<file path="config.mk">
export PLATFORM = sky130hd
export DESIGN_NAME = dma_addr_gen
export DESIGN_NICKNAME = d
export VERILOG_FILES = /design/src/rtl/dma_ag_pkg.sv /design/src/rtl/dma_ag_seq.sv /design/src/rtl/dma_ag_side.sv /design/src/rtl/dma_addr_gen.sv
export SDC_FILE = /design/constraint.sdc
export NUM_CORES = 1
export LEC_CHECK = 0
export BUFFER_PORTS_ARGS = -buffer_cell sky130_fd_sc_hd__buf_2
export CORE_MARGIN = 8
export CORE_UTILIZATION = 45
export CTS_CLUSTER_DIAMETER = 150
export DETAILED_ROUTE_END_ITERATION = 8
export PLACE_DENSITY = 0.72
export SLEW_MARGIN = 25
export SYNTH_ARGS = -nofsm -noshare
export SYNTH_HDL_FRONTEND = slang
export SYNTH_SLANG_ARGS = --single-unit
export TNS_END_PERCENT = 50
</file>
<file path="constraint.sdc">
create_clock -name clk -period 4.12 [get_ports clk]
set_input_delay 0.824 -clock clk [delete_from_list [all_inputs] [get_ports clk]]
set_output_delay 0.824 -clock clk [all_outputs]
set_load 0.02 [all_outputs]
</file>
<file path="src/rtl/dma_ag_pkg.sv">
// Package: shared command encoding for the address generator.
// Assumes two sides per channel, index 0 = source, index 1 = destination.
package dma_ag_pkg;
    localparam int NUM_SIDES = 2;
    localparam int SIDE_SRC  = 0;
    localparam int SIDE_DST  = 1;

    // What the sequencer asks each address side to do on a clock edge.
    typedef enum logic [1:0] {
        CMD_IDLE  = 2'd0,   // hold
        CMD_WORD  = 2'd1,   // word inside a burst finished
        CMD_BURST = 2'd2,   // last word of a non-final burst finished
        CMD_LAST  = 2'd3    // last word of the transfer finished
    } ag_cmd_e;
endpackage

</file>
<file path="src/rtl/dma_ag_seq.sv">
// Module: dma_ag_seq
// Counts words per burst and bursts per transfer, owns the busy state and
// issues one command per clock to both address sides. Also registers the
// burst and transfer done pulses.
// Assumes: size inputs are held stable while busy; start overrides step.
module dma_ag_seq
    import dma_ag_pkg::*;
#(
    parameter int BURST_W = 5,
    parameter int XFER_W  = 16
) (
    input  logic               clk,
    input  logic               rst_n,
    input  logic               start,
    input  logic               step,
    input  logic [BURST_W-1:0] burst_size,
    input  logic [XFER_W-1:0]  xfer_size,
    output ag_cmd_e            cmd,
    output logic               busy,
    output logic               burst_done,
    output logic               xfer_done
);
    logic [BURST_W-1:0] word_left;
    logic [XFER_W-1:0]  burst_left;

    // Decode which stepping level the current word belongs to.
    always_comb begin
        if (start || !busy || !step)
            cmd = CMD_IDLE;
        else if (word_left != '0)
            cmd = CMD_WORD;
        else if (burst_left != '0)
            cmd = CMD_BURST;
        else
            cmd = CMD_LAST;
    end

    // Count down words and bursts; track busy and raise done pulses.
    always_ff @(posedge clk) begin
        if (!rst_n) begin
            word_left  <= '0;
            burst_left <= '0;
            busy       <= 1'b0;
            burst_done <= 1'b0;
            xfer_done  <= 1'b0;
        end else begin
            burst_done <= (cmd == CMD_BURST) || (cmd == CMD_LAST);
            xfer_done  <= (cmd == CMD_LAST);
            if (start) begin
                busy       <= 1'b1;
                word_left  <= burst_size;
                burst_left <= xfer_size;
            end else begin
                case (cmd)
                    CMD_WORD:  word_left <= word_left - 1'b1;
                    CMD_BURST: begin
                        word_left  <= burst_size;
                        burst_left <= burst_left - 1'b1;
                    end
                    CMD_LAST:  busy <= 1'b0;
                    default:   ;
                endcase
            end
        end
    end
endmodule

</file>
<file path="src/rtl/dma_ag_side.sv">
// Module: dma_ag_side
// One address side (source or destination): active begin address, active
// current address and wrap counter. Applies burst, transfer or wrap steps as
// the sequencer commands; a resync pulse reloads the wrap counter.
// Assumes: ADDR_W > STEP_W; steps are two's complement and sign-extended.
module dma_ag_side
    import dma_ag_pkg::*;
#(
    parameter int ADDR_W = 32,
    parameter int STEP_W = 16,
    parameter int WRAP_W = 16
) (
    input  logic              clk,
    input  logic              rst_n,
    input  logic              load,
    input  ag_cmd_e           cmd,
    input  logic              resync,
    input  logic [ADDR_W-1:0] shadow_beg,
    input  logic [ADDR_W-1:0] shadow_addr,
    input  logic [STEP_W-1:0] burst_step,
    input  logic [STEP_W-1:0] xfer_step,
    input  logic [WRAP_W-1:0] wrap_size,
    input  logic [STEP_W-1:0] wrap_step,
    output logic [ADDR_W-1:0] addr
);
    localparam int EXT_W = ADDR_W - STEP_W;

    logic [ADDR_W-1:0] beg;
    logic [WRAP_W-1:0] wrap_left;
    logic [ADDR_W-1:0] burst_inc, xfer_inc, wrap_inc, next_beg;

    // Sign-extend the three step values and form the next begin address.
    always_comb begin
        burst_inc = {{EXT_W{burst_step[STEP_W-1]}}, burst_step};
        xfer_inc  = {{EXT_W{xfer_step[STEP_W-1]}},  xfer_step};
        wrap_inc  = {{EXT_W{wrap_step[STEP_W-1]}},  wrap_step};
        next_beg  = beg + wrap_inc;
    end

    // Update active addresses and the wrap counter.
    always_ff @(posedge clk) begin
        if (!rst_n) begin
            beg       <= '0;
            addr      <= '0;
            wrap_left <= '0;
        end else if (load) begin
            beg       <= shadow_beg;
            addr      <= shadow_addr;
            wrap_left <= wrap_size;
        end else begin
            case (cmd)
                CMD_WORD:  addr <= addr + burst_inc;
                CMD_BURST: begin
                    if (wrap_left == '0) begin
                        beg       <= next_beg;
                        addr      <= next_beg;
                        wrap_left <= wrap_size;
                    end else begin
                        addr      <= addr + xfer_inc;
                        wrap_left <= wrap_left - 1'b1;
                    end
                end
                default:   ;
            endcase
            if (resync)
                wrap_left <= wrap_size;
        end
    end
endmodule

</file>
<file path="src/rtl/dma_addr_gen.sv">
// Module: dma_addr_gen (top)
// Per-channel DMA address generator: one sequencer driving a source and a
// destination address side built by a generate loop. Routes the sync pulse
// to the selected side and aligns the outputs in 32-bit word mode.
// Assumes: configuration inputs are stable during a transfer.
module dma_addr_gen
    import dma_ag_pkg::*;
#(
    parameter int ADDR_W  = 32,
    parameter int STEP_W  = 16,
    parameter int WRAP_W  = 16,
    parameter int BURST_W = 5,
    parameter int XFER_W  = 16
) (
    input  logic               clk,
    input  logic               rst_n,
    input  logic               start,
    input  logic               step,
    input  logic               sync_in,
    input  logic               sync_en,
    input  logic               sync_sel,
    input  logic               wide,
    input  logic [BURST_W-1:0] burst_size,
    input  logic [XFER_W-1:0]  xfer_size,
    input  logic [ADDR_W-1:0]  src_beg_sh,
    input  logic [ADDR_W-1:0]  src_addr_sh,
    input  logic [ADDR_W-1:0]  dst_beg_sh,
    input  logic [ADDR_W-1:0]  dst_addr_sh,
    input  logic [STEP_W-1:0]  src_burst_step,
    input  logic [STEP_W-1:0]  dst_burst_step,
    input  logic [STEP_W-1:0]  src_xfer_step,
    input  logic [STEP_W-1:0]  dst_xfer_step,
    input  logic [WRAP_W-1:0]  src_wrap_size,
    input  logic [WRAP_W-1:0]  dst_wrap_size,
    input  logic [STEP_W-1:0]  src_wrap_step,
    input  logic [STEP_W-1:0]  dst_wrap_step,
    output logic               busy,
    output logic               burst_done,
    output logic               xfer_done,
    output logic [ADDR_W-1:0]  src_addr,
    output logic [ADDR_W-1:0]  dst_addr
);
    ag_cmd_e           cmd;
    logic              sync_hit;
    logic [ADDR_W-1:0] sh_beg     [NUM_SIDES];
    logic [ADDR_W-1:0] sh_addr    [NUM_SIDES];
    logic [STEP_W-1:0] b_step     [NUM_SIDES];
    logic [STEP_W-1:0] t_step     [NUM_SIDES];
    logic [WRAP_W-1:0] w_size     [NUM_SIDES];
    logic [STEP_W-1:0] w_step     [NUM_SIDES];
    logic [ADDR_W-1:0] side_addr  [NUM_SIDES];
    logic [ADDR_W-1:0] shown_addr [NUM_SIDES];

    // Gather per-side configuration into arrays indexed by side.
    assign sh_beg[SIDE_SRC]  = src_beg_sh;
    assign sh_beg[SIDE_DST]  = dst_beg_sh;
    assign sh_addr[SIDE_SRC] = src_addr_sh;
    assign sh_addr[SIDE_DST] = dst_addr_sh;
    assign b_step[SIDE_SRC]  = src_burst_step;
    assign b_step[SIDE_DST]  = dst_burst_step;
    assign t_step[SIDE_SRC]  = src_xfer_step;
    assign t_step[SIDE_DST]  = dst_xfer_step;
    assign w_size[SIDE_SRC]  = src_wrap_size;
    assign w_size[SIDE_DST]  = dst_wrap_size;
    assign w_step[SIDE_SRC]  = src_wrap_step;
    assign w_step[SIDE_DST]  = dst_wrap_step;

    // Sync acts only when enabled and a transfer is running.
    assign sync_hit = sync_in && sync_en && busy && !start;

    dma_ag_seq #(
        .BURST_W (BURST_W),
        .XFER_W  (XFER_W)
    ) u_seq (
        .clk        (clk),
        .rst_n      (rst_n),
        .start      (start),
        .step       (step),
        .burst_size (burst_size),
        .xfer_size  (xfer_size),
        .cmd        (cmd),
        .busy       (busy),
        .burst_done (burst_done),
        .xfer_done  (xfer_done)
    );

    for (genvar g = 0; g < NUM_SIDES; g++) begin : g_side
        localparam logic SIDE_BIT = (g == SIDE_DST);
        logic resync;

        // Route the sync pulse to the side named by sync_sel.
        assign resync = sync_hit && (sync_sel == SIDE_BIT);

        dma_ag_side #(
            .ADDR_W (ADDR_W),
            .STEP_W (STEP_W),
            .WRAP_W (WRAP_W)
        ) u_side (
            .clk         (clk),
            .rst_n       (rst_n),
            .load        (start),
            .cmd         (cmd),
            .resync      (resync),
            .shadow_beg  (sh_beg[g]),
            .shadow_addr (sh_addr[g]),
            .burst_step  (b_step[g]),
            .xfer_step   (t_step[g]),
            .wrap_size   (w_size[g]),
            .wrap_step   (w_step[g]),
            .addr        (side_addr[g])
        );

        // Force even addresses in 32-bit word mode.
        assign shown_addr[g] = wide ? {side_addr[g][ADDR_W-1:1], 1'b0} : side_addr[g];
    end

    assign src_addr = shown_addr[SIDE_SRC];
    assign dst_addr = shown_addr[SIDE_DST];
endmodule

</file>
==> results.toml <==
[critical_path]
crit_family = "compound AO/OA/AOI/OAI gates"
worstPathCellList = "buf_2, ha_1, fa_1, a211oi_1, o21ai_0, a41oi_1, buf_4, o21a_1, o21ai_0, o21a_1, nor2_1, mux2i_1, a221oi_1, a22o_1"
rr_startpoint = "g_side[1].u_side.addr[0]"
startpoint = "dst_xfer_step[0]"
cp-end-kind = "register"
worstPathRequired_ps = 4520
critical_path_arrival_ps = 4070
r2r_setup_slack_ps = 520
worst-r2r-cell-count = 13
cp_slowest_cell = "fa_1"
crit_path_max_fanout = 3
critPathBufInv = 2
start_kind = "input pin"
crit_path_max_incr_delay_ps = 450
path_class = "in2reg"
r2r_end = "g_side[1].u_side.addr[28]"

[sta]
min_period_over_period_pct = 89.1
setup_ws_ps = 447
rsz0062_at_grt = "false"
hold_viol = 0
tns_ps = 0
period_minus_slack_ps = 3670
final_max_slew_viol_count = 0
fmax_mhz = 272
fin_skew_ps = 12.8
setup_viol = 0
worst_pin_slew_ps = 1050
max_slew_margin_pct = 30.0

[logic_synthesis]
synth.area.top_cells = "dfxtp_1 (19%), ha_1 (12%), a21oi_1 (8.1%)"
avgSynthCellArea_sq_um = 7.26
ys_seq_area_share_pct = 18.9
synth_top_area_share_pct = 18.9
synth_area_sq_um = 19500
yosysTopAreaCell = "dfxtp_1"
synth_seq_cells = 184
synth_edf_count = 0
ys_types = 91
postSynth.asyncResetShare_pct = 0
netlist_instances = 2685
ys_warn_count = 0
synth_ff_type = "dfxtp_1"
syn_nets = 3168

[layout]
areaGrowthSynthToFinish_pct = 13.1
nNetsFinal = 3389
final_util_pct = 51.4
layout-drive-gt1-share_pct = 16.4

[cts]
clockRootBuffer = "clkbuf_16"
post_cts_resized = 0
insertion_delay_ps = 510
clock_sinks = 184
ctsLongestPathBuffers = 2
cts_setup_buffers = 0
cts_made_buffers = 17
cts_hold_buf = 0
cts_tree = "built"
clk_pin_slew_worst_paths_ps = 70
cts_max_level = 4

[global_route]
antenna_found_initial = 7
gr-usage-all-layers_pct = 28.3
grt_max_degree = 83
grt_pass1_vias = 20500
grt_pass1_wl_mm = 114
gr-total-overflow = 0

[status]
outcome = "finished clean"

[floorplanning]
core_area_sq_um = 42900
die_w_microns = 224
fp.dieH_microns = 224
die_area_sq_um = 50200
ios = 352
initial_core_util_pct = 45.4
rows = 76

[hold_path]
hold_path.class = "reg2reg"
min_to = "g_side[0].u_side.beg[13]"
holdPathStages = 2
min_from = "g_side[0].u_side.beg[13]"

[placed_design]
hpwl_mm = 57.4
preCtsSetupSlack_ps = 8.14
gp_congestion = 0.959
portBuffers = 351

[route]
postRouteAntennaNets = 0
wire_per_inst_microns = 21.1
routed_wl_mm = 74.1
vias = 21500
drc = 0
viasPerCell = 6.14
drt_iter0_markers = 1788
drtPass1Iterations = 6

[flow_run]
drv_cap = 0

[power]
ir_drop_uv = 344
p_leak_nw = 9.96
power_density_nw_per_um2 = 324
==> routing by layer <==
layer  vias to the layer above  global-route usage, %  wire length (microns)
met3                       125                   6.21                   6270
met2                       908                   44.2                  32800
met5                         -                      0                     30
li1                      10400                      -                      -
met4                         4                   10.4                   2170
met1                     10100                   37.9                  32900
==> layout by cell type (no fill, tap or decap), drive strengths merged, types with 25 or more instances in the layout <==
cell type / synthesis / final
nor2: 263 / 263
a21o: 92 / 92
inv: 40 / 41
xnor2: 97 / 97
buf: 88 / 408
a31oi: 33 / 33
o221ai: 30 / 30
dfxtp: 184 / 184
o21ai: 236 / 236
nand4: 25 / 25
a21oi: 314 / 314
nand3: 63 / 63
xor2: 68 / 68
o21a: 30 / 30
nor3: 62 / 62
a211oi: 69 / 69
nand2: 285 / 285
o21bai: 26 / 26
ha: 192 / 192
==> per-stage QoR <==
step	area [sq um]	total power, mW	std cells	hold WS [ps]
after floorplan	19500	4.42	2685	438
after global placement	21400	5.20	3472	449
after detailed placement	21400	5.26	3472	456
after CTS	22000	7.12	3504	484
after global routing	22000	7.54	3507	519
final	22000	7.13	3509	480
==> worst register-to-register path, delay by kind of cell (launching register included) <==
family,cells,cell delay [ps]
adders and majority gates,2,680
and+or+nand+nor,1,230
buffers and inverters,1,170
DFF,1,350
AOI/OAI and AO/OA,8,1870
muxes,1,210
==> layout make-up <==
class | instances | area, sq um
Antenna cell | 5 | 12.5
Clock buffer | 22 | 484
Clock inverter | 10 | 143
Fill cell | 4225 | 20800
Inverter | 41 | 159
Multi-Input combinational cell | 2254 | 14600
Sequential cell | 184 | 3680
Tap cell | 585 | 732
Timing Repair Buffer | 408 | 2200
==> how the worst max path moves through the flow <==
stage,endpoint,slack [ps],cells past startpoint
final,g_side[1].u_side.addr[28],450,14
after global routing,g_side[0].u_side.addr[18],110,13
after CTS,g_side[1].u_side.addr[28],560,14
after detailed placement,g_side[1].u_side.addr[28],8,14
after global placement,g_side[1].u_side.addr[28],100,14
after floorplan,g_side[0].u_side.addr[30],460,12
==> synthesized netlist by cell type (17+ instances only) <==
master,count
o221ai_1,29
inv_1,40
clkbuf_1,116
nor2b_1,19
o22ai_1,18
o21ai_0,229
xor2_1,68
o21bai_1,26
nor2_1,261
a211oi_1,69
nand3_1,63
mux2i_1,17
nand2_1,285
buf_4,63
nor3_1,62
nand4_1,25
a21o_1,91
xnor2_1,97
a21oi_1,314
and2_1,17
nand2b_1,19
o21a_1,30
a31oi_1,32
dfxtp_1,184
ha_1,192
a221oi_1,22
and3_1,24
o31ai_1,20
==> state kept, by name, summed over array words and instances (netlist names) <==
| name | cells |
|---|---|
| g_side.u_side.wrap_left | 32 |
| u_seq.burst_left | 16 |
| u_seq.busy | 1 |
| u_seq.word_left | 5 |
| u_seq.burst_done | 1 |
| g_side.u_side.beg | 64 |
| g_side.u_side.addr | 64 |
| u_seq.xfer_done | 1 |
==> report_power, final <==
part	internal, mW	switching, mW	total [mW]
Sequential	1.93	0.174	2.11
Clock	1.02	0.825	1.84
Combinational	1.27	1.91	3.18
==> cells by family after synthesis <==
group                    after synthesis  synth area share, %
multiplexers                          18                0.931
AO/OA/AOI/OAI                       1035                 34.1
XOR/XNOR                             165                 7.42
buffers and inverters                247                 6.23
flip-flops                           184                 18.9
AND/OR/NAND/NOR                      838                 19.4
adder cells (fa/ha/maj)              198                 12.9
Note: power is estimated with default switching activity, not from simulation.
